--- src/rtl/ofp_pkg.sv ---
`timescale 1ns/1ps
// Shared phase encodings for the output fault protection sequencer.
package ofp_pkg;
    // Overload loop phases: normal running, cool-down off, current-limited trial.
    typedef enum logic [1:0] {
        OV_RUN = 2'd0,
        OV_OFF = 2'd1,
        OV_WIN = 2'd2
    } ovl_st_e;

    // Back-current loop phases: running, forced off.
    typedef enum logic {
        BK_RUN = 1'b0,
        BK_OFF = 1'b1
    } bkc_st_e;
endpackage

--- src/rtl/ofp_span_timer.sv ---
`timescale 1ns/1ps
// Counts microsecond ticks while 'run' is held. It flags the tick that
// completes LEN ticks. Assumes LEN >= 1. Dropping 'run' clears the count
// at the next edge.
module ofp_span_timer #(
    parameter int unsigned LEN = 4
) (
    input  logic clk,
    input  logic rst_n,
    input  logic run,
    input  logic tick,
    output logic last
);
    localparam int unsigned W = (LEN > 1) ? $clog2(LEN) : 1;
    localparam logic [W-1:0] FINAL = W'(LEN - 1);

    logic [W-1:0] cnt;

    assign last = run & tick & (cnt == FINAL);

    // Advance on ticks while running, wrap on completion, clear when idle.
    always_ff @(posedge clk) begin
        if (!rst_n || !run) begin
            cnt <= '0;
        end else if (tick) begin
            cnt <= last ? '0 : cnt + 1'b1;
        end
    end
endmodule

--- src/rtl/ofp_ovl_ctrl.sv ---
`timescale 1ns/1ps
// Overload policy loop. In hiccup mode it qualifies the overload, holds a
// cool-down off span and then a current-limited trial window. In static
// mode it only mirrors the comparator into the flag. Assumes the comparator
// is already synchronous to clk.
module ofp_ovl_ctrl
    import ofp_pkg::*;
#(
    parameter int unsigned QUAL_US = 23,
    parameter int unsigned OFF_US  = 900000,
    parameter int unsigned ON_US   = 20000
) (
    input  logic clk,
    input  logic rst_n,
    input  logic tick,
    input  logic chan_en,
    input  logic static_mode,
    input  logic ovl_cmp,
    output logic shut,
    output logic limiting,
    output logic flag
);
    ovl_st_e st, nxt;
    logic    qual_last, off_last, win_last;
    logic    seen, trip, clean_end, dyn_act;

    assign dyn_act = chan_en & ~static_mode;

    ofp_span_timer #(.LEN(QUAL_US)) u_qual (
        .clk(clk), .rst_n(rst_n), .tick(tick),
        .run(dyn_act & ovl_cmp & (st != OV_OFF)), .last(qual_last));

    ofp_span_timer #(.LEN(OFF_US)) u_off (
        .clk(clk), .rst_n(rst_n), .tick(tick),
        .run(dyn_act & (st == OV_OFF)), .last(off_last));

    ofp_span_timer #(.LEN(ON_US)) u_win (
        .clk(clk), .rst_n(rst_n), .tick(tick),
        .run(dyn_act & (st == OV_WIN)), .last(win_last));

    assign clean_end = (st == OV_WIN) & ~qual_last & win_last & ~(seen | ovl_cmp);

    // Next phase of the hiccup sequence.
    always_comb begin
        nxt = st;
        if (!dyn_act) begin
            nxt = OV_RUN;
        end else begin
            case (st)
                OV_RUN: if (qual_last) nxt = OV_OFF;
                OV_OFF: if (off_last)  nxt = OV_WIN;
                OV_WIN: begin
                    if (qual_last)      nxt = OV_OFF;
                    else if (win_last)  nxt = (seen | ovl_cmp) ? OV_OFF : OV_RUN;
                end
                default: nxt = OV_RUN;
            endcase
        end
    end

    assign trip = (nxt == OV_OFF) & (st != OV_OFF);

    // Phase register.
    always_ff @(posedge clk) begin
        if (!rst_n) st <= OV_RUN;
        else        st <= nxt;
    end

    // Remembers any overload seen inside the current trial window.
    always_ff @(posedge clk) begin
        if (!rst_n || st != OV_WIN) seen <= 1'b0;
        else                        seen <= seen | ovl_cmp;
    end

    // Flag: follows the comparator in static mode, set/clear rules in hiccup mode.
    always_ff @(posedge clk) begin
        if (!rst_n)               flag <= 1'b0;
        else if (static_mode)     flag <= ovl_cmp;
        else if (!chan_en)        flag <= flag;
        else if (trip)            flag <= 1'b1;
        else if (clean_end)       flag <= 1'b0;
    end

    assign shut     = (st == OV_OFF);
    assign limiting = chan_en & ((st == OV_WIN) | (static_mode & ovl_cmp));

    // the off span is always flagged.
    a_r2_off_is_flagged: assert property (@(posedge clk) disable iff (!rst_n)
        (st == OV_OFF) |-> flag);

    // static mode never leads to the off span.
    a_r6_static_never_off: assert property (@(posedge clk) disable iff (!rst_n)
        static_mode |=> (st != OV_OFF));

    // a disabled channel returns the loop to running.
    a_r9_disable_resets_phase: assert property (@(posedge clk) disable iff (!rst_n)
        !chan_en |=> (st == OV_RUN));

    // in hiccup mode the flag only falls out of a trial window.
    a_r5_flag_falls_from_window: assert property (@(posedge clk) disable iff (!rst_n)
        (!static_mode && $past(!static_mode) && $fell(flag)) |-> $past(st == OV_WIN));
endmodule

--- src/rtl/ofp_bkc_ctrl.sv ---
`timescale 1ns/1ps
// Back-current retry loop. A back current that stays present for the
// qualification span forces an off span, and the loop then retries. Assumes
// the comparator is synchronous to clk.
module ofp_bkc_ctrl
    import ofp_pkg::*;
#(
    parameter int unsigned QUAL_US = 100,
    parameter int unsigned OFF_US  = 5000
) (
    input  logic clk,
    input  logic rst_n,
    input  logic tick,
    input  logic chan_en,
    input  logic bkc_cmp,
    output logic shut,
    output logic flag
);
    bkc_st_e st, nxt;
    logic    qual_last, off_last;

    ofp_span_timer #(.LEN(QUAL_US)) u_qual (
        .clk(clk), .rst_n(rst_n), .tick(tick),
        .run(chan_en & bkc_cmp & (st == BK_RUN)), .last(qual_last));

    ofp_span_timer #(.LEN(OFF_US)) u_off (
        .clk(clk), .rst_n(rst_n), .tick(tick),
        .run(chan_en & (st == BK_OFF)), .last(off_last));

    // Next phase of the retry loop.
    always_comb begin
        nxt = st;
        if (!chan_en)                         nxt = BK_RUN;
        else if (st == BK_RUN && qual_last)   nxt = BK_OFF;
        else if (st == BK_OFF && off_last)    nxt = BK_RUN;
    end

    // Phase register.
    always_ff @(posedge clk) begin
        if (!rst_n) st <= BK_RUN;
        else        st <= nxt;
    end

    // Flag: set on entry to the off span, cleared once running with no back current.
    always_ff @(posedge clk) begin
        if (!rst_n)                                flag <= 1'b0;
        else if (nxt == BK_OFF && st == BK_RUN)    flag <= 1'b1;
        else if (st == BK_RUN && !bkc_cmp)         flag <= 1'b0;
    end

    assign shut = (st == BK_OFF);

    // the off span is always flagged.
    a_r7_off_is_flagged: assert property (@(posedge clk) disable iff (!rst_n)
        (st == BK_OFF) |-> flag);

    // the flag only falls after running with the comparator low.
    a_r8_flag_clear_rule: assert property (@(posedge clk) disable iff (!rst_n)
        $fell(flag) |-> $past(st == BK_RUN && !bkc_cmp));
endmodule

--- src/rtl/ofp_chan_guard.sv ---
`timescale 1ns/1ps
// Per-channel fault protection top. It combines the overload policy loop and
// the back-current retry loop into one output-enable and the status outputs.
// Assumes tick_us is a one-cycle strobe and that all inputs are synchronous.
module ofp_chan_guard #(
    parameter int unsigned OVL_QUAL_US = 23,
    parameter int unsigned OVL_OFF_US  = 900000,
    parameter int unsigned OVL_ON_US   = 20000,
    parameter int unsigned BKC_QUAL_US = 100,
    parameter int unsigned BKC_OFF_US  = 5000
) (
    input  logic clk,
    input  logic rst_n,
    input  logic tick_us,
    input  logic chan_en,
    input  logic static_mode,
    input  logic ovl_cmp,
    input  logic bkc_cmp,
    output logic out_en,
    output logic ilim_active,
    output logic ovl_flag,
    output logic bkc_flag
);
    logic ovl_shut, bkc_shut;

    ofp_ovl_ctrl #(
        .QUAL_US(OVL_QUAL_US), .OFF_US(OVL_OFF_US), .ON_US(OVL_ON_US)
    ) u_ovl (
        .clk(clk), .rst_n(rst_n), .tick(tick_us), .chan_en(chan_en),
        .static_mode(static_mode), .ovl_cmp(ovl_cmp),
        .shut(ovl_shut), .limiting(ilim_active), .flag(ovl_flag));

    ofp_bkc_ctrl #(
        .QUAL_US(BKC_QUAL_US), .OFF_US(BKC_OFF_US)
    ) u_bkc (
        .clk(clk), .rst_n(rst_n), .tick(tick_us), .chan_en(chan_en),
        .bkc_cmp(bkc_cmp), .shut(bkc_shut), .flag(bkc_flag));

    // drive only when enabled and neither loop holds the output off.
    assign out_en = chan_en & ~ovl_shut & ~bkc_shut;
endmodule

--- config.mk ---
export PLATFORM = sky130hd
export DESIGN_NAME = ofp_chan_guard
export DESIGN_NICKNAME = d
export VERILOG_FILES = /design/src/rtl/ofp_pkg.sv /design/src/rtl/ofp_span_timer.sv /design/src/rtl/ofp_ovl_ctrl.sv /design/src/rtl/ofp_bkc_ctrl.sv /design/src/rtl/ofp_chan_guard.sv
export SDC_FILE = /design/constraint.sdc
export NUM_CORES = 1
export LEC_CHECK = 0
export ABC_AREA = 1
export BUFFER_PORTS_ARGS = -buffer_cell sky130_fd_sc_hd__buf_2
export CAP_MARGIN = 10
export CORE_ASPECT_RATIO = 1.4
export CORE_MARGIN = 10
export CORE_UTILIZATION = 30
export DETAILED_ROUTE_END_ITERATION = 10
export PLACE_DENSITY_LB_ADDON = 0.08
export SLEW_MARGIN = 5
export SYNTH_ARGS = -nofsm -noshare
export SYNTH_HDL_FRONTEND = slang
export SYNTH_SLANG_ARGS = --single-unit
--- constraint.sdc ---
create_clock -name clk -period 3.3 [get_ports clk]
set_clock_uncertainty 0.05 [all_clocks]
set_input_delay 0.66 -clock clk [delete_from_list [all_inputs] [get_ports clk]]
set_output_delay 0.66 -clock clk [all_outputs]
set_load 0.005 [all_outputs]
==> results.md, run 1 <==
* Max Root-Sink Buffers at 2
* Max VDD drop at 0.225 mV
* Peak fanout along the critical path at 4
* Critical path class: flop to output pin
* Worst hold path class: flop to flop
* Fillers at 1137
* Unrepaired setup endpoints after global routing: no
* Post-synth top area share at 40.6%
* CTS Buf Count at 9
* Layout overhead on the synthesized area at 14.9%
* Critical path required time at 2.59 ns
* CTS tree: yes
* Worst slew pin tran at 0.617 ns
* Number of flops mapped to enable cells by yosys at 0
* Fraction of registers with async set or reset after synthesis at 0%
* Synth Area in Compound Gates at 7.74%
* Yosys warnings at 0
* Hold_buf cts at 0
* Final critical path time including I/O delays and setup at 1.97 ns
* Leading area contributor after synthesis: dfxtp_1
* Pre-antenna DRT Iters at 4
* Main synth FF type: dfxtp_1
* Routed len/inst at 12.1 um
* Mapped Nets at 474
* Setup crit end kind: output pin
* WP data arrival at 1.26 ns
* Fin crit share at 59.7%
* FF/Latch Area at 1320 um2
* Overflow after GRT at 0
* RD Place Congestion at 0.809
* Synthesized area at 3250 um2
* Final setup TNS at 0 ns
* Syn avg cell area at 7.05 um2
* FF-to-FF path depth at 9
* Core Util, Final at 35.7%
* Post CTS Setup Buffer Count at 0
* Core area at 10500 um2
* Via count at 2850
* Clock tree sinks at 66
* Post-route ant nets at 0
* Flops & latches, synth at 66
* Root buf cell: clkbuf_16
* R2R Path End: u_ovl.u_off.cnt[19]$_SDFFE_PP0P_
* First-pass GRT wire length at 12700 um
* RR Startpoint: u_ovl.u_off.cnt[0]$_SDFFE_PP0P_
* Synth cell types at 36
* PD cells at 470 nW/um2
* Fin nets at 491
* Total Routed Length at 7490 um
* Multi-input logic area at 1650 um2
* Std-Cell Rows at 44
* Status: completed
* Die width at 108 um
* CTS HTree Levels at 3
* Post-Synthesis Cells at 461
* Final setup fails at 0
* Main area contributors after synthesis: dfxtp_1 (41%), nand2_1 (9.7%), nor2_1 (9.6%), inv_1 (7.5%), xor2_1 (4.6%)
* N_diodes at 0
* Finished Cell Area at 3740 um2
* I/O Buffers at 10
* Share of layout cells above drive strength 1 at 6.83%
* Register area share after synthesis at 40.6%
* Post-synthesis simple-gate area fraction at 35.4%
* Largest net degree at the start of global routing at 25
* I/O Pins at 11
* Synth Area in Adders at 2.31%
* Crit path to: out_en
* Crit start category: flop
* Initial antenna violation count at 0
* Initial Util at 31.1%
* CP startpoint: u_ovl.st[1]$_SDFF_PN0_
* DP HPWL at 5640 um
* Min Hold Slack at 0.420 ns
* DRC at 0
* Vias per inst at 4.59
* Max-cap check violation count at 0
* Worst skew pair latency at 0.33 ns
* Die Y at 143 um
* Worst R2R Setup Slack at 1.34 ns
* Leakage at 0.00128 uW
* Mux contribution to synthesized area at 0%
* Synth cell count leaders: nand2_1 (84), nor2_1 (83), dfxtp_1 (66)
* Final Hold Viols at 0
* Area post-placement at 3460 um2
* Largest family of logic cells by synthesized area: simple AND/OR/NAND/NOR gates
* Number of global-route vias before repair at 2735
* Hold Path Depth at 2
* Initial drt markers at 133
* Top-count cell post-synth: nand2_1
* GR Util All Layers at 10.3%
* Max-slew headroom at 58.7%
* Worst-path clk slew at 0.05 ns
* Fmax at 508 MHz
* Xor/xnor share of the synthesized area at 5.39%
* Max-slew violations at 0
* Number of cells upsized or downsized after cts at 0
* Die area at 15500 um2
==> state kept, by name (all words and copies together) (netlist names), 2 cells and up <==
name,count
u_ovl.u_qual.cnt,5
u_ovl.u_off.cnt,20
u_ovl.st,2
u_bkc.u_off.cnt,13
u_ovl.u_win.cnt,15
u_bkc.u_qual.cnt,7
==> cells in the final DEF, fill, tap and decap left out, types with 2 or more instances in the layout <==
master and count:
nand2_1 84, nor2_1 83, dfxtp_1 66, inv_1 65, nor3_1 28, a21oi_1 26
nand3_1 21, xor2_1 17, nand4_1 11, buf_2 10, clkbuf_16 9, nor4_1 8
nor3b_1 7, o21ai_0 6, ha_1 6, clkbuf_1 4, nor2_2 3, o21a_1 3
xnor2_1 3, nand3b_1 2, o31ai_1 2, or2_2 2, clkinv_2 2
==> worst max-delay path: stages (launching register included) <==
cell and delay, ns:
dfxtp_1 0.36, inv_1 0.05, nand2_1 0.11, inv_1 0.09
nor3_1 0.16, buf_2 0.15
==> how the worst min path moves through the flow <==
stage | from | end | slack (ns)
finish | u_ovl.u_win.cnt[11]$_SDFFE_PP0P_ | u_ovl.u_win.cnt[11]$_SDFFE_PP0P_ | 0.42
global route | u_bkc.u_qual.cnt[1]$_SDFFE_PP0P_ | u_bkc.u_qual.cnt[1]$_SDFFE_PP0P_ | 0.46
floorplan | u_ovl.u_win.cnt[11]$_SDFFE_PP0P_ | u_ovl.u_win.cnt[11]$_SDFFE_PP0P_ | 0.39
CTS | u_ovl.u_win.cnt[11]$_SDFFE_PP0P_ | u_ovl.u_win.cnt[11]$_SDFFE_PP0P_ | 0.42
detailed placement | u_ovl.u_win.cnt[11]$_SDFFE_PP0P_ | u_ovl.u_win.cnt[11]$_SDFFE_PP0P_ | 0.41
global placement | u_ovl.u_win.cnt[11]$_SDFFE_PP0P_ | u_ovl.u_win.cnt[11]$_SDFFE_PP0P_ | 0.41
==> area by class of cell <==
| type | count | area share, % |
|---|---|---|
| clock buffers | 13 | 6.43 |
| clock inverters | 3 | 1.07 |
| inverters | 67 | 6.73 |
| multi-input cells | 323 | 44.2 |
| flip-flops and latches | 66 | 35.4 |
| well taps | 138 | 4.62 |
| repair buffers | 11 | 1.54 |
==> cell families (layout without fill, tap and decap cells) <==
logic type	Yosys count	count (layout)
fa+ha+maj	6	6
compound gates	43	43
simple gates	254	254
buf+inv	72	94
xor+xnor	20	20
flops	66	66
==> where the power goes <==
group	total [uW]	switching, uW	leakage (uW)	internal (uW)
clock network	917	334	0.000138	583
registers	800	1.43	0.000532	799
logic	37.2	26.4	0.000614	10.8
==> per-layer routing <==
| layer | vias to the layer above | share of wire, % | GRT usage, % |
|---|---|---|---|
| met4 | 0 | 3.4 | 6.70 |
| met3 | 15 | 4.0 | 1.89 |
| li1 | 1535 | - | - |
| met5 | - | 0 | 0 |
| met1 | 1262 | 46 | 12.2 |
| met2 | 38 | 47 | 16.4 |
==> stage by stage <==
step                power [uW]  instances  setup slack [ns]
finish                    1750        621              1.33
global placement           855        605             0.957
CTS                       1790        621              1.27
floorplan                  839        461              1.52
detailed placement         856        605             0.967
global route              1830        621              1.09
Note: power is estimated with default switching activity, not from simulation.
==> run 2, diff against run 1 <==
Clock period 3.3 ns to 1.9 ns, I/O delays scaled along.
==> run 2 against run 1 <==
Non-clock buffer count rose by 18. Global-route usage increased by 0.20 points. Hold slack got worse by 0.10 ns. Flip-flop and latch count is the same. Largest cell class unchanged. Largest power group unchanged.
==> results.md, run 2 (same netlist as run 1, synthesis figures left out) <==
* Worst skew pair latency at 0.32 ns (about the same)
* RR Startpoint: u_ovl.u_win.cnt[0]$_SDFFE_PP0P_
* Sw frac at 20.4% (-0.27 points)
* Worst hold path class: input pin to flop
* Overflow after GRT at 0 (unchanged)
* GR Util All Layers at 10.5% (+0.20 points)
* Status: completed
* Via count at 2919 (+2.4%)
* Sequential power share at 45.0% (-0.6 points)
* Leakage at 0.00139 uW (+8.3%)
* Max VDD drop at 0.351 mV (+56%)
* Hold Path End: u_bkc.shut$_SDFF_PN0_
* Core area at 10500 um2 (unchanged)
* DRC at 0 (unchanged)
* Max-cap check violation count at 0 (unchanged)
* Unrepaired setup endpoints after global routing: no
* Core Util, Final at 37.5% (+1.8 points)
* Initial drt markers at 93 (-30%)
* Internal power at 2460 uW (+77%)
* Max incr delay on CP at 0.34 ns (-0.02 ns)
* RD Place Congestion at 0.777 (-4.0%)
* Routed len/inst at 12.0 um (-0.70%)
* Max-slew violations at 0 (unchanged)
* Initial antenna violation count at 0 (unchanged)
* Hold_sp: chan_en
* Std-Cell Rows at 44 (unchanged)
* Largest registers: u_ovl.u_off.cnt (20), u_ovl.u_win.cnt (15), u_bkc.u_off.cnt (13)
* Worst R2R Setup Slack at 0.21 ns (-1.13 ns)
* FF/Latch Area at 1320 um2 (+0.19%)
* Max Root-Sink Buffers at 2 (unchanged)
* Pre-CTS setup slack at 0.0305 ns (-0.936 ns)
* CTS Buf Count at 9 (unchanged)
* Max-slew headroom at 75.7% (+17 points)
* Root buf cell: clkbuf_16
* Post CTS Setup Buffer Count at 0 (unchanged)
* Critical path class: flop to flop
* Final critical path time including I/O delays and setup at 1.69 ns
* Peak fanout along the critical path at 3 (-1)
* Total Routed Length at 7640 um (+2.0%)
* Critical path required time at 2.11 ns (-0.48 ns)
* I/O Buffers at 10 (unchanged)
* Crit start category: flop
* Combinational share of power at 2.6% (+0.5 points)
* FF-to-FF path depth at 11 (+2)
* Multi-input logic area at 1670 um2 (+1.1%)
* Clock Power Share at 52.4% (about the same)
* First-pass GRT wire length at 13100 um (+2.9%)
* N_diodes at 0 (unchanged)
* Critical path cell sequence: ha_1 > nand2_1 > nor2_1 > nand3_1 > nor2_2 > nand4_1 > nand2_1 > nand3_1 > nand3_1 > nand2_1 > nor2_1
* Final Hold Viols at 0 (unchanged)
* Worst slew pin tran at 0.364 ns (-0.254 ns)
* Fmax at 590 MHz
* NetSw at 628 uW (+74%)
* Vias per inst at 4.58 (-0.31%)
* Final setup margin at 0.206 ns (-1.12 ns)
* Max FFs per register at 20 (unchanged)
* Worst-path clk slew at 0.06 ns (about the same)
* Most frequent cells in the layout: nand2_1 (83), nor2_1 (81), inv_1 (65), dfxtp_1 (64), nor3_1 (28)
* Fillers at 1124 (-1.1%)
* Number of global-route vias before repair at 2849 (+4.2%)
* Die Y at 143 um (unchanged)
* Hold_buf cts at 0 (unchanged)
* Die area at 15500 um2 (unchanged)
* Post-route ant nets at 0 (unchanged)
* WP data arrival at 1.90 ns (+0.64 ns)
* Initial Util at 31.1% (unchanged)
* Min Hold Slack at 0.317 ns (-0.103 ns)
* Reg with most FFs: u_ovl.u_off.cnt
* Share of layout cells above drive strength 1 at 11.8% (+5.0 points)
* Layout overhead on the synthesized area at 20.7%
* Setup crit end kind: flop
* Slowest cell on crit path: dfxtp_1
* CTS HTree Levels at 3 (unchanged)
* CTS tree: yes
* DP HPWL at 5860 um (+3.9%)
* I/O Pins at 11 (unchanged)
* Die width at 108 um (unchanged)
* Hold Path Depth at 2 (unchanged)
* Number of cells upsized or downsized after cts at 0 (unchanged)
* Clock tree sinks at 66 (unchanged)
* R2R Path End: u_ovl.flag$_SDFFE_PN0P_
* Final setup fails at 0 (unchanged)
* PD cells at 787 nW/um2 (+68%)
* Commonest non-fill, non-tap cell in the layout: nand2_1
* Largest net degree at the start of global routing at 17 (-32%)
* Pre-antenna DRT Iters at 4 (unchanged)
* Fin nets at 509 (+3.7%)
* Final setup TNS at 0 ns (unchanged)
* Fin crit share at 89.2%
-- run 2: cell types whose count changed in the layout (fill, tap and decap cells not counted), sizes merged --
cell    before  now
buf         11   29
clkbuf      13   12
-- run 2: layout make-up --
| cell class | instances | share of cell area (%) |
|---|---|---|
| multi-input combinational | 323 | 42.6 |
| clock buffer | 12 | 6.28 |
| sequential | 66 | 33.7 |
| clock inverter | 3 | 1.02 |
| timing repair buffer | 29 | 5.55 |
| inverter | 67 | 6.41 |
| tap | 138 | 4.40 |
-- run 2: worst max-delay path by stage --
| stage | slack [ns] | startpoint | depth (start not counted) | endpoint |
|---|---|---|---|---|
| floorplan | 0.38 | u_ovl.u_win.cnt[1]$_SDFFE_PP0P_ | 8 | u_ovl.u_win.cnt[14]$_SDFFE_PP0P_ |
| global placement | 0.03 | static_mode | 11 | u_ovl.u_win.cnt[12]$_SDFFE_PP0P_ |
| detailed placement | 0.03 | static_mode | 11 | u_ovl.u_win.cnt[12]$_SDFFE_PP0P_ |
| CTS | 0.13 | u_ovl.u_off.cnt[0]$_SDFFE_PP0P_ | 12 | u_ovl.flag$_SDFFE_PN0P_ |
| global route | 0.01 | u_ovl.u_off.cnt[7]$_SDFFE_PP0P_ | 8 | u_ovl.u_off.cnt[19]$_SDFFE_PP0P_ |
| finish | 0.21 | u_ovl.u_win.cnt[0]$_SDFFE_PP0P_ | 11 | u_ovl.flag$_SDFFE_PN0P_ |
-- run 2: power by group through the flow --
stage	logic, uW	registers [uW]	clock network [uW]
2_1_floorplan	38.9	1420	0
3_3_place_gp	79.9	1420	0
3_5_place_dp	80.6	1420	0
4_1_cts	80.9	1390	1680
5_1_grt	89.7	1390	1730
6_report	78.9	1390	1620
-- run 2: worst max-delay path: cells and delay by family (launching register included) --
family	cells	cell delay (ns)
adders and majority gates	1	0.17
DFF	1	0.34
and+or+nand+nor	10	1.08
-- run 2: layer usage --
| metal | GRT usage, % | wire, um | vias to the layer above |
|---|---|---|---|
| met5 | 0 | 0 | - |
| met4 | 4.02 | 108 | 0 |
| met3 | 2.75 | 172 | 7 |
| met2 | 17.8 | 3800 | 16 |
| met1 | 12.1 | 3560 | 1336 |
| li1 | - | - | 1560 |
-- run 2: metrics by stage --
stage	power [uW]	cell area [um2]	std cells
finish	3090	3920	638
global route	3210	3920	638
CTS	3150	3900	638
detailed placement	1500	3620	623
global placement	1500	3620	623
floorplan	1460	3250	461
